`src/rtl/sys_status_pkg.sv`:
```
package sys_status_pkg;

  localparam int FLAG_N    = 4;
  localparam int FLAG_COLD = 0;
  localparam int FLAG_PF   = 1;
  localparam int FLAG_BTN  = 2;
  localparam int FLAG_BATT = 3;

  typedef enum logic [1:0] {
    BOOT_W32  = 2'b00,
    BOOT_W8   = 2'b01,
    BOOT_W16  = 2'b10,
    BOOT_RSVD = 2'b11
  } bootWidth_t;

  typedef struct packed {
    logic porHold;
    logic anyRst;
    logic clrFlags;
    logic pfSet;
    logic btnSet;
    logic battSet;
    logic tickAdv;
    logic wrapHit;
    logic rdSel;
  } ctrlStrobe_t;

endpackage

```
`src/rtl/sys_status_ctrl.sv`:
```
module sys_status_ctrl
  import sys_status_pkg::*;
#(
  parameter int              PRESC_W   = 6,
  parameter int              ADDR_W    = 4,
  parameter logic [ADDR_W-1:0] STAT_ADDR = 'h0,
  parameter logic [ADDR_W-1:0] CLR_ADDR  = 'h8
) (
  input  logic               clk,
  input  logic               porN,
  input  logic               pwrFailN,
  input  logic               userRstN,
  input  logic               battChg,
  input  logic               tick64,
  input  logic               regWr,
  input  logic               regRd,
  input  logic [ADDR_W-1:0]  regAddr,
  input  logic [PRESC_W-1:0] preCnt,
  output ctrlStrobe_t        strobe
);

  localparam int SYNC_N = 3;

  // Two flops for synchronization and a third that holds the previous level for edge detection.
  logic [SYNC_N-1:0] battPipe;
  logic              battRise;
  logic              anyRst;

  always_ff @(posedge clk) begin
    battPipe <= {battPipe[SYNC_N-2:0], battChg};
  end

  assign battRise = battPipe[SYNC_N-2] & ~battPipe[SYNC_N-1];
  assign anyRst   = ~(porN & pwrFailN & userRstN);

  always_comb begin
    strobe          = '0;
    strobe.porHold  = ~porN;
    strobe.anyRst   = anyRst;
    strobe.clrFlags = regWr && (regAddr == CLR_ADDR);
    strobe.pfSet    = ~pwrFailN;
    strobe.btnSet   = ~userRstN;
    strobe.battSet  = battRise;
    strobe.tickAdv  = tick64 & ~anyRst;
    strobe.wrapHit  = tick64 & ~anyRst & (&preCnt);
    strobe.rdSel    = regRd && (regAddr == STAT_ADDR);
  end

endmodule

```
`src/rtl/sys_status_dp.sv`:
```
module sys_status_dp
  import sys_status_pkg::*;
#(
  parameter int PRESC_W = 6,
  parameter int EXT_W   = 8,
  parameter int DATA_W  = 32
) (
  input  logic               clk,
  input  ctrlStrobe_t        strobe,
  input  logic [1:0]         bootStrap,
  input  logic [EXT_W-1:0]   extStat,
  output logic [PRESC_W-1:0] preCnt,
  output logic [FLAG_N-1:0]  flagVec,
  output logic [1:0]         bootVal,
  output logic               rtcInc,
  output logic [DATA_W-1:0]  rdData
);

  localparam int FLAG_LO = PRESC_W;
  localparam int BOOT_LO = FLAG_LO + FLAG_N;
  localparam int EXT_LO  = BOOT_LO + 2;
  localparam int USED_W  = EXT_LO + EXT_W;

  logic [FLAG_N-1:0]  flagQ;
  logic [FLAG_N-1:0]  setVec;
  bootWidth_t         bootQ;
  logic [PRESC_W-1:0] cntQ;
  logic [PRESC_W-1:0] cntRev;
  logic               incQ;
  logic [DATA_W-1:0]  word;

  // Sticky flags: a set in the same cycle as a clear wins.
  always_comb begin
    setVec            = '0;
    setVec[FLAG_PF]   = strobe.pfSet;
    setVec[FLAG_BTN]  = strobe.btnSet;
    setVec[FLAG_BATT] = strobe.battSet;
  end

  always_ff @(posedge clk) begin
    if (strobe.porHold) begin
      flagQ            <= '0;
      flagQ[FLAG_COLD] <= 1'b1;
    end else begin
      flagQ <= setVec | (flagQ & ~{FLAG_N{strobe.clrFlags}});
    end
  end

  // The boot strap is captured only while power-on reset is held.
  always_ff @(posedge clk) begin
    if (strobe.porHold) bootQ <= bootWidth_t'(bootStrap);
  end

  // Divide-by-2^PRESC_W prescaler with its wrap pulse.
  always_ff @(posedge clk) begin
    if (strobe.anyRst) begin
      cntQ <= '0;
      incQ <= 1'b0;
    end else begin
      if (strobe.tickAdv) cntQ <= cntQ + 1'b1;
      incQ <= strobe.wrapHit;
    end
  end

  // Reverse the stage order so the fastest stage lands on the top bit.
  for (genvar gi = 0; gi < PRESC_W; gi++) begin : g_rev
    assign cntRev[PRESC_W-1-gi] = cntQ[gi];
  end

  always_comb begin
    word                      = '0;
    word[PRESC_W-1:0]         = cntRev;
    word[FLAG_LO +: FLAG_N]   = flagQ;
    word[BOOT_LO +: 2]        = bootQ;
    word[EXT_LO +: EXT_W]     = extStat;
  end

  assign rdData  = strobe.rdSel ? word : '0;
  assign preCnt  = cntQ;
  assign flagVec = flagQ;
  assign bootVal = bootQ;
  assign rtcInc  = incQ;

  if (USED_W > DATA_W) begin : g_width_err
    initial $error("status word too narrow for its fields");
  end

endmodule

```
`src/rtl/sys_status_reg.sv`:
```
module sys_status_reg
  import sys_status_pkg::*;
#(
  parameter int                PRESC_W   = 6,
  parameter int                EXT_W     = 8,
  parameter int                ADDR_W    = 4,
  parameter int                DATA_W    = 32,
  parameter logic [ADDR_W-1:0] STAT_ADDR = 'h0,
  parameter logic [ADDR_W-1:0] CLR_ADDR  = 'h8
) (
  input  logic              clk,
  input  logic              porN,
  input  logic              pwrFailN,
  input  logic              userRstN,
  input  logic              battChg,
  input  logic [1:0]        bootStrap,
  input  logic              tick64,
  input  logic [EXT_W-1:0]  extStat,
  input  logic              regWr,
  input  logic              regRd,
  input  logic [ADDR_W-1:0] regAddr,
  output logic [DATA_W-1:0] rdData,
  output logic              rtcInc
);

  ctrlStrobe_t        ctrlS;
  logic [PRESC_W-1:0] preCnt;
  logic [FLAG_N-1:0]  flagVec;
  logic [1:0]         bootVal;

  sys_status_ctrl #(
    .PRESC_W(PRESC_W), .ADDR_W(ADDR_W),
    .STAT_ADDR(STAT_ADDR), .CLR_ADDR(CLR_ADDR)
  ) u_ctrl (
    .clk(clk), .porN(porN), .pwrFailN(pwrFailN), .userRstN(userRstN),
    .battChg(battChg), .tick64(tick64), .regWr(regWr), .regRd(regRd),
    .regAddr(regAddr), .preCnt(preCnt), .strobe(ctrlS)
  );

  sys_status_dp #(
    .PRESC_W(PRESC_W), .EXT_W(EXT_W), .DATA_W(DATA_W)
  ) u_dp (
    .clk(clk), .strobe(ctrlS), .bootStrap(bootStrap), .extStat(extStat),
    .preCnt(preCnt), .flagVec(flagVec), .bootVal(bootVal),
    .rtcInc(rtcInc), .rdData(rdData)
  );

endmodule

```
`config.mk`:
```
export PLATFORM = sky130hd
export DESIGN_NAME = sys_status_reg
export DESIGN_NICKNAME = d
export VERILOG_FILES = /design/src/rtl/sys_status_pkg.sv /design/src/rtl/sys_status_ctrl.sv /design/src/rtl/sys_status_dp.sv /design/src/rtl/sys_status_reg.sv
export SDC_FILE = /design/constraint.sdc
export NUM_CORES = 1
export LEC_CHECK = 0
export CAP_MARGIN = 0
export CORE_MARGIN = 2
export CORE_UTILIZATION = 35
export DETAILED_ROUTE_END_ITERATION = 16
export DONT_BUFFER_PORTS = 1
export PLACE_DENSITY_LB_ADDON = 0.1
export REMOVE_ABC_BUFFERS = 1
export SYNTH_ARGS = -nofsm -noshare
export SYNTH_HDL_FRONTEND = slang
export SYNTH_SLANG_ARGS = --single-unit
```
`constraint.sdc`:
```
create_clock -name clk -period 1.6 [get_ports clk]
set_clock_uncertainty 0.05 [all_clocks]
set_input_delay 0.08 -clock clk [delete_from_list [all_inputs] [get_ports clk]]
set_output_delay 0.08 -clock clk [all_outputs]
set_load 0.02 [all_outputs]
```
### Word level (Yosys, flattened, before mapping)

Cells that the tools add are included.

* memories kept: 0
* bits in latches: 0
* RAM bits: 0
* word-level logic and storage cells: 23
* output and inout port bits: 33
* bits of input ports: 22
* bits in registers: 16
* bits in read-only memories: 0

* reduce and logical (&&, ||, !) cells: 4
* muxes and demuxes: 1
* shifts and indexed selects: 0
* order comparisons: 0
* add/sub/neg operators: 1
* div/mod/pow operators: 0
* $mul: 0
* bitwise gates (word level): 11
* eq/ne operators: 1

Operator list (number)
* two-way mux 20 bit: 1
* adder 6 x 1 -> 6 bit, second input constant: 1
* AND reduction 6 bit: 1
* bitwise AND 1 bit: 5
* bitwise AND 4 bit: 1
* equality test 4 bit, second input constant: 1
* zero test 4 bit: 1
* inverter 4 bit: 1
* bitwise OR 4 bit: 1
* inverter 1 bit: 3
* logical AND 1 bit: 2

### Depth between registers and ports, before layout

Gate-level depths: netlist (run 1).

* depth in word-level cells: 5
* depth in mapped cells: 4
* mapped depth without buffers: 4

### Cells and area by module

Synthesis (run 1) repeated with hierarchy kept, for this count alone.

* cell total of the unflattened synthesis: 92
* area total of the unflattened synthesis: 815.8 um^2

Modules (own cells, without submodules)
* sys_status_dp: times used 1, cells an instance 75, area each 669.4 um^2
* sys_status_ctrl: times used 1, cells an instance 17, area each 146.4 um^2

### Worst setup path after synthesis (run 1)

Ideal clock, no wire load.

* kind: register to register
* from: register u_dp.cntQ[0], in the netlist u_dp.preCnt[0]
* to: register u_dp.cntQ[4], in the netlist u_dp.preCnt[4]
* data arrival time: 0.859 ns
* path slack: 0.569 ns
* stages on the path, launching flop included: 5
* cell sequence: dfxtp_1 > ha_1 > nand4_1 > xor2_1 > nor2_1

* cells in the longest elaborated chain, start to end: 1

RTL lines
* start, declared: RTL line sys_status_dp.sv:27 `logic [PRESC_W-1:0] cntQ;`
* start signal, assigned: RTL line sys_status_dp.sv:60 `if (strobe.tickAdv) cntQ <= cntQ + 1'b1;`
* adder 6 x 1 -> 6 bit: RTL line sys_status_dp.sv:60

No other way between the ends.
A chain may end at the register's enable or synchronous reset.

### Final worst setup path (run 1)

* from: input porN
* to: register u_dp.flagQ[1], in the netlist u_dp.flagVec[1]

RTL lines
* start, declared: RTL line sys_status_reg.sv:12 `input logic porN,`
* end signal, assigned: RTL line sys_status_dp.sv:45 `flagQ <= setVec | (flagQ & ~{FLAG_N{strobe.clrFlags}});`
* end, declared: RTL line sys_status_dp.sv:24 `logic [FLAG_N-1:0] flagQ;`

No word-level cell between the ends.

==> metrics, run 1 <==
count of flip-flops with a built-in enable after synthesis 2; Final #Nets around 120; Tot GR Track Use 12.1%; number of buffers added on ports 0; setup violators final 0; part of the cycle the worst path needs 89.3%; main combinational cell family by area after synthesis simple AND/OR/NAND/NOR gates; Tot Pwr 722 µW; first-pass GRT wire length 2280 µm; per-cell routed wire length 11.6 µm; most common cell in the synthesized netlist and2_1; Clock Path Buffers 2; Cells after Synth 88; Met1 Wirelength 597 µm; CP arrival 1.55 ns; status complete, no violations; post-synthesis mux area share between 1 and 1.5%; area of the core 0.00217 mm²; initial core utilization 36.4%; HP Class in -> reg; CP max FO 6; clock net sink count 16; GRT overflow 0; Max Cap Viol 0; FMAX between 600 and 700 MHz; Avg Inst Size Synth 8.97 µm²; Leak Pwr 0.368 nW; Synth area leaders dfxtp_1 35%, and2_1 16%, buf_4 11%; r2r setup slk 0.42 ns; Worst Setup EP u_dp.flagVec[1]; max layer used met4; hold slack 0.0282 ns; share of cells above drive strength 1 under 10%; DRT antenna net count 0; area grow syn2layout 14.6%; number of H-tree levels 1; worst setup margin ~0.17 ns; routed wire length between 1000 and 1500 µm; Post-Syn Area 790 µm²; Post-Synth Adder-Cell Area 1.58%; Root Driver clkbuf_4; synth warn 0; sequential area share after synthesis 43.1%; met2 WL 713 µm; Die X 51.5 µm; clk_lat worst skew 0.28 ns; register area 340 µm²; area of the multi-input gates roughly 380 µm²; post-synth top area share 35.5%; relative slew slack 57.6%; vias in the first global route 516; post-synthesis xor/xnor area fraction around 4.4%; Async S/R FF share, synth 0%; vias per cell 4.50; reg2reg end u_dp.flagVec[1]; crit path from porN; #FFs+latches synth 16; Die Ht 51.5 µm; Num CTS Buffers 3; worst slew pin tran 0.630 ns; CTS clk-pin slew, worst paths around 0.09 ns; Slew Limit Fails 0; WP data required about 1.7 ns; met3 wire len around 160 µm; DR DRC count 0; Setup CP Type in -> reg; Hold Crit Start tick64; VDD IR max 0.000561 V; crit path launch type input port; RePlAce Congestion ~0.75; critical path endpoint category register; cell taking the most area after synthesis dfxtp_1; CTS tree built; Post-Synth Simple-Gate Area 30.0%; initial drt markers 4; pin count of the biggest net entering global routing 21; top_reg_cell synth dfxtp_1; Tmin final 1.43 ns; Hold Violations, Final 0; count of cell types in the netlist 25; RR Startpoint u_dp.flagVec[1]; Power Dens Cells 798 mW/mm²; row cnt 17; first-pass detailed-route iteration total 4; # diodes 0; worst-case reg-to-reg path depth 3; Die ar. 0.00265 mm²; post-synthesis compound-gate area fraction under 10%; pre-CTS setup slack 0.491 ns; initial antenna violation count 0; Fill cells 240; RSZ-0062 raised after global routing false; synth cell count leaders 20 x and2_1, 14 x dfxtp_1, 12 x buf_4; Vias 576; Ports 55
==> critical path, cell delays in order <==
cell	delay [ns]
dlygate4sd3_1	0.62
inv_1	0.15
o22ai_1	0.11
dlygate4sd3_1	0.60
==> sequential cells by signal, indices dropped and copies added, names as in the netlist <==
signal,count
u_ctrl.battPipe,3
u_dp.rtcInc,1
u_dp.flagVec,4
u_dp.preCnt,6
u_dp.bootVal,2
==> layout by cell type (no fill, tap or decap), drive strengths merged <==
cell / synthesis / routed
nand4: 2 / 2
clkbuf: 2 / 3
conb: 1 / 12
dlygate4sd3: 0 / 11
nand2: 6 / 6
nand2b: 1 / 1
ha: 1 / 1
mux2i: 1 / 1
or3: 1 / 1
inv: 2 / 2
nor3: 1 / 1
nor2: 5 / 5
dfxtp: 14 / 14
and2: 20 / 20
buf: 13 / 1
edfxtp: 2 / 2
a21oi: 1 / 1
nor4: 2 / 2
nand3: 3 / 3
clkinv: 0 / 1
nand3b: 1 / 1
xnor2: 1 / 1
xor2: 3 / 3
o21ai: 3 / 3
o22ai: 2 / 2
==> kinds of logic after synthesis <==
family	after synthesis
AOI/OAI and AO/OA	6
other	1
adders and majority gates	1
muxes	1
and+or+nand+nor	42
DFF	16
xor gates and xnor gates	4
buffers and inverters	17
==> area by class of cell <==
| cell class | instances | share of cell area (%) |
|---|---|---|
| Clock buffer | 3 | 2.49 |
| Clock inverter | 1 | 0.415 |
| Inverter | 2 | 0.830 |
| Multi-Input combinational cell | 66 | 41.8 |
| Sequential cell | 16 | 37.6 |
| Tap cell | 28 | 3.87 |
| Timing Repair Buffer | 12 | 13.0 |
==> where the power goes <==
| part | switching, mW | total [mW] | internal (mW) |
|---|---|---|---|
| Combinational | 0.0486 | 0.0778 | 0.0292 |
| Clock | 0.125 | 0.216 | 0.0904 |
| Sequential | 0.00557 | 0.428 | 0.423 |
| Total | 0.179 | 0.722 | 0.542 |
==> worst min path at each step <==
stage,end,slack [ns],cells past startpoint
after global placement,u_ctrl.battPipe[0],0.06,0
after CTS,u_dp.preCnt[3],0.01,3
after detailed placement,u_ctrl.battPipe[0],0.06,0
final,u_dp.preCnt[3],0.03,3
after floorplan,u_ctrl.battPipe[0],0.06,0
after global routing,u_dp.preCnt[3],0.05,3
==> through the flow <==
| step | setup TNS [ns] | utilization [%] | instances | area (µm²) |
|---|---|---|---|---|
| finish | 0 | 41.7 | 128 | 905 |
| global route | 0 | 41.7 | 128 | 905 |
| CTS | 0 | 41.7 | 128 | 905 |
| detailed placement | 0 | 35.4 | 113 | 768 |
| global placement | 0 | 35.4 | 113 | 768 |
| floorplan | -0.603 | - | 84 | 719 |
==> routing by layer <==
metal	global-route usage [%]	vias to the layer above
met5	0	-
met4	6.58	0
met3	4.60	2
met2	20.7	33
met1	12.6	253
li1	-	288
==> repair_timing <==
item                      in CTS  in global routing
resized for setup              0                  0
hold buffers                  11                  0
hold endpoints to repair      14                  0
setup buffers                  0                  0
Note: power is estimated with default switching activity, not from simulation.
==> inputs of run 2 (changes only) <==
--- a/config.mk
+++ b/config.mk
@@ -11,7 +11,7 @@
 export DETAILED_ROUTE_END_ITERATION = 16
 export DONT_BUFFER_PORTS = 1
 export PLACE_DENSITY_LB_ADDON = 0.1
-export REMOVE_ABC_BUFFERS = 1
 export SYNTH_ARGS = -nofsm -noshare
 export SYNTH_HDL_FRONTEND = slang
+export SYNTH_HIERARCHICAL = 1
 export SYNTH_SLANG_ARGS = --single-unit
==> run 2 against run 1 <==
Compared with the run above:
- sequential share of layout area increased by 0.63 points
- wire length decreased by 1.8%
- worst setup slack improved by 0.13 ns
- fmax increased by 10%
- non-clock buffer count decreased by 4
- combinational power decreased by 14%
- hold slack improved by 0.024 ns
==> metrics, run 2 <==
GRT overflow 0 (unchanged); per-cell routed wire length 11.4 µm (-1.1%); cell taking the most area after synthesis dfxtp_1; Vias 602 (+4.5%); Die X 52.3 µm (+1.5%); clk_lat worst skew 0.28 ns (about the same); RePlAce Congestion 0.651 (-13%); DR DRC count 0 (unchanged); slowest stage delay, CP 0.55 ns (-0.07 ns); Post-Syn Area 816 µm² (+3.3%); Ports 55 (unchanged); most common cell after layout, fill and taps aside and2_1; post-synth top area share 34.4% (-1.1 points); row cnt 17 (unchanged); number of H-tree levels 1 (unchanged); initial drt markers 4 (unchanged); Max Cap Viol 0 (unchanged); Async S/R FF share, synth 0% (unchanged); TNS Setup 0 ns (unchanged); CTS tree built; Tmin final 1.29 ns (-0.134 ns); Root Driver clkbuf_4; share of cells above drive strength 1 6.06% (+0.061 points); CP max stage cell dlygate4sd3_1; Cells after Synth 92 (+4.5%); # diodes 0 (unchanged); CP most frequent cell dlygate4sd3_1; critical path endpoint category register; Avg Inst Size Synth 8.87 µm² (-1.2%); CTS clk-pin slew, worst paths 0.09 ns (about the same); Setup CP Type in -> reg; synth warn 6 (+6); count of cell types in the netlist 24 (-4.0%); Power Dens Cells 793 mW/mm² (-0.63%); pin count of the biggest net entering global routing 21 (unchanged); Final #Nets 123 (-0.81%); Clock Path Buffers 2 (unchanged); number of buffers added on ports 0 (unchanged); Leak Pwr 0.372 nW (+1.0%); Setup Buffers After CTS 0 (unchanged); Num CTS Buffers 3 (unchanged); part of the cycle the worst path needs 80.9% (-8.4 points); DP HPWL 1110 µm; max reg flops 6 (unchanged); routed wire length 1450 µm (-1.8%); #FFs+latches synth 16 (unchanged); Die ar. 0.00273 mm² (+3.1%); area of the core 0.00221 mm² (+2.0%); CP arrival 1.41 ns (-0.14 ns); Synth area leaders dfxtp_1 34%, and2_1 15%, buf_4 13%; Tot GR Track Use 12.0% (-0.044 points); area grow syn2layout 9.05%; HP Class in -> reg; initial core utilization 36.9% (+0.49 points); first-pass detailed-route iteration total 4 (unchanged); synth cell count leaders 20 x and2_1, 14 x buf_4, 14 x dfxtp_1; top_reg_cell synth dfxtp_1; post-cts sizing count 0 (unchanged); RSZ-0062 raised after global routing false; DRT antenna net count 0 (unchanged); FMAX 773 MHz (+10%); WP data required 1.72 ns (about the same); Fill cells 225 (-6.3%); Die Ht 52.3 µm (+1.5%); VDD IR max 0.000444 V (-21%); commonest cells after routing, fill and taps aside 20 x and2_1, 14 x dfxtp_1, 12 x conb_1, 8 x nor2_1, 7 x dlygate4sd3_1; area of the multi-input gates 395 µm² (+4.6%); crit path launch type input port; vias per cell 4.74 (+5.3%); Tot Pwr 705 µW (-2.3%); Hold Violations, Final 0 (unchanged); register area 340 µm² (unchanged); count of flip-flops with a built-in enable after synthesis 2 (unchanged); sequential area share after synthesis 41.7% (-1.4 points); critical path, cell by cell dlygate4sd3_1 -> inv_1 -> nor2_1 -> dlygate4sd3_1; CP max FO 6 (unchanged); Slew Limit Fails 0 (unchanged); initial antenna violation count 0 (unchanged); clock net sink count 16 (unchanged); setup violators final 0 (unchanged); status complete, no violations; vias in the first global route 610 (+18%); first-pass GRT wire length 2420 µm (+6.0%); most common cell in the synthesized netlist and2_1
run 2: cell count changes in the layout (fill, tap and decap cells not counted), sizes merged, moves of 3 or more:
cell         change
a21oi            +3
and4             +3
dlygate4sd3      -4
nand2            -3
nor2             +3
run 2: stage by stage:
step / hold WS [ns] / area (µm²) / utilization [%] / setup slack (ns) / cells
final: 0.0521 / 890 / 40.2 / 0.306 / 127
after global routing: 0.0738 / 890 / 40.2 / 0.258 / 127
after CTS: 0.0538 / 890 / 40.2 / 0.309 / 127
after detailed placement: 0.0578 / 793 / 35.9 / 0.416 / 116
after global placement: 0.0578 / 793 / 35.9 / 0.437 / 116
after floorplan: 0.0577 / 857 / - / 0.503 / 103
run 2: what timing repair did:
item	CTS	global route
hold buffers	7	0
endpoints found under the hold margin	6	0
endpoints found under the setup margin	0	0
run 2: where the power goes:
group	total [mW]	leakage, nW	switching, mW	internal (mW)
clock	0.213	0.0154	0.123	0.0903
sequential	0.425	0.134	0.00453	0.420
combinational	0.0670	0.222	0.0454	0.0215
run 2: area by class of cell:
| cell class | instances | area share, % |
|---|---|---|
| Multi-Input combinational cell | 67 | 44.4 |
| Timing Repair Buffer | 8 | 8.72 |
| Tap cell | 28 | 3.94 |
| Clock buffer | 3 | 2.53 |
| Inverter | 4 | 1.69 |
| Clock inverter | 1 | 0.422 |
| Sequential cell | 16 | 38.3 |
run 2: worst paths after layout:
kind	from	end	slack (ns)	cells past startpoint
max	porN	u_dp/flagVec[2]	0.31	4
min	regAddr[2]	u_dp/flagVec[0]	0.05	3
max reg2reg	u_dp/preCnt[0]	u_dp/preCnt[5]	0.39	3
min reg2reg	u_ctrl/battPipe[0]	u_ctrl/battPipe[1]	0.28	0
run 2: routing by layer:
layer	global-route usage, %	up-vias	part of all wire (%)
met1	12.7	270	42
met3	2.57	2	10
met2	21.3	44	46
met4	7.69	0	1.1
li1	-	286	-
met5	0	-	0
run 2: critical path: cells and delay by family:
kind	cells	cell delay [ns]
simple gates	1	0.07
buf+inv	3	1.26
run 2: kinds of logic after synthesis:
kind of cell | after synthesis | synth area share, %
adders and majority gates | 1 | 1.53
AOI/OAI and AO/OA | 6 | 3.99
buffers and inverters | 20 | 15.6
muxes | 1 | 1.23
other | 1 | 0.460
and+or+nand+nor | 43 | 31.1
xor gates and xnor gates | 4 | 4.30
DFF | 16 | 41.7
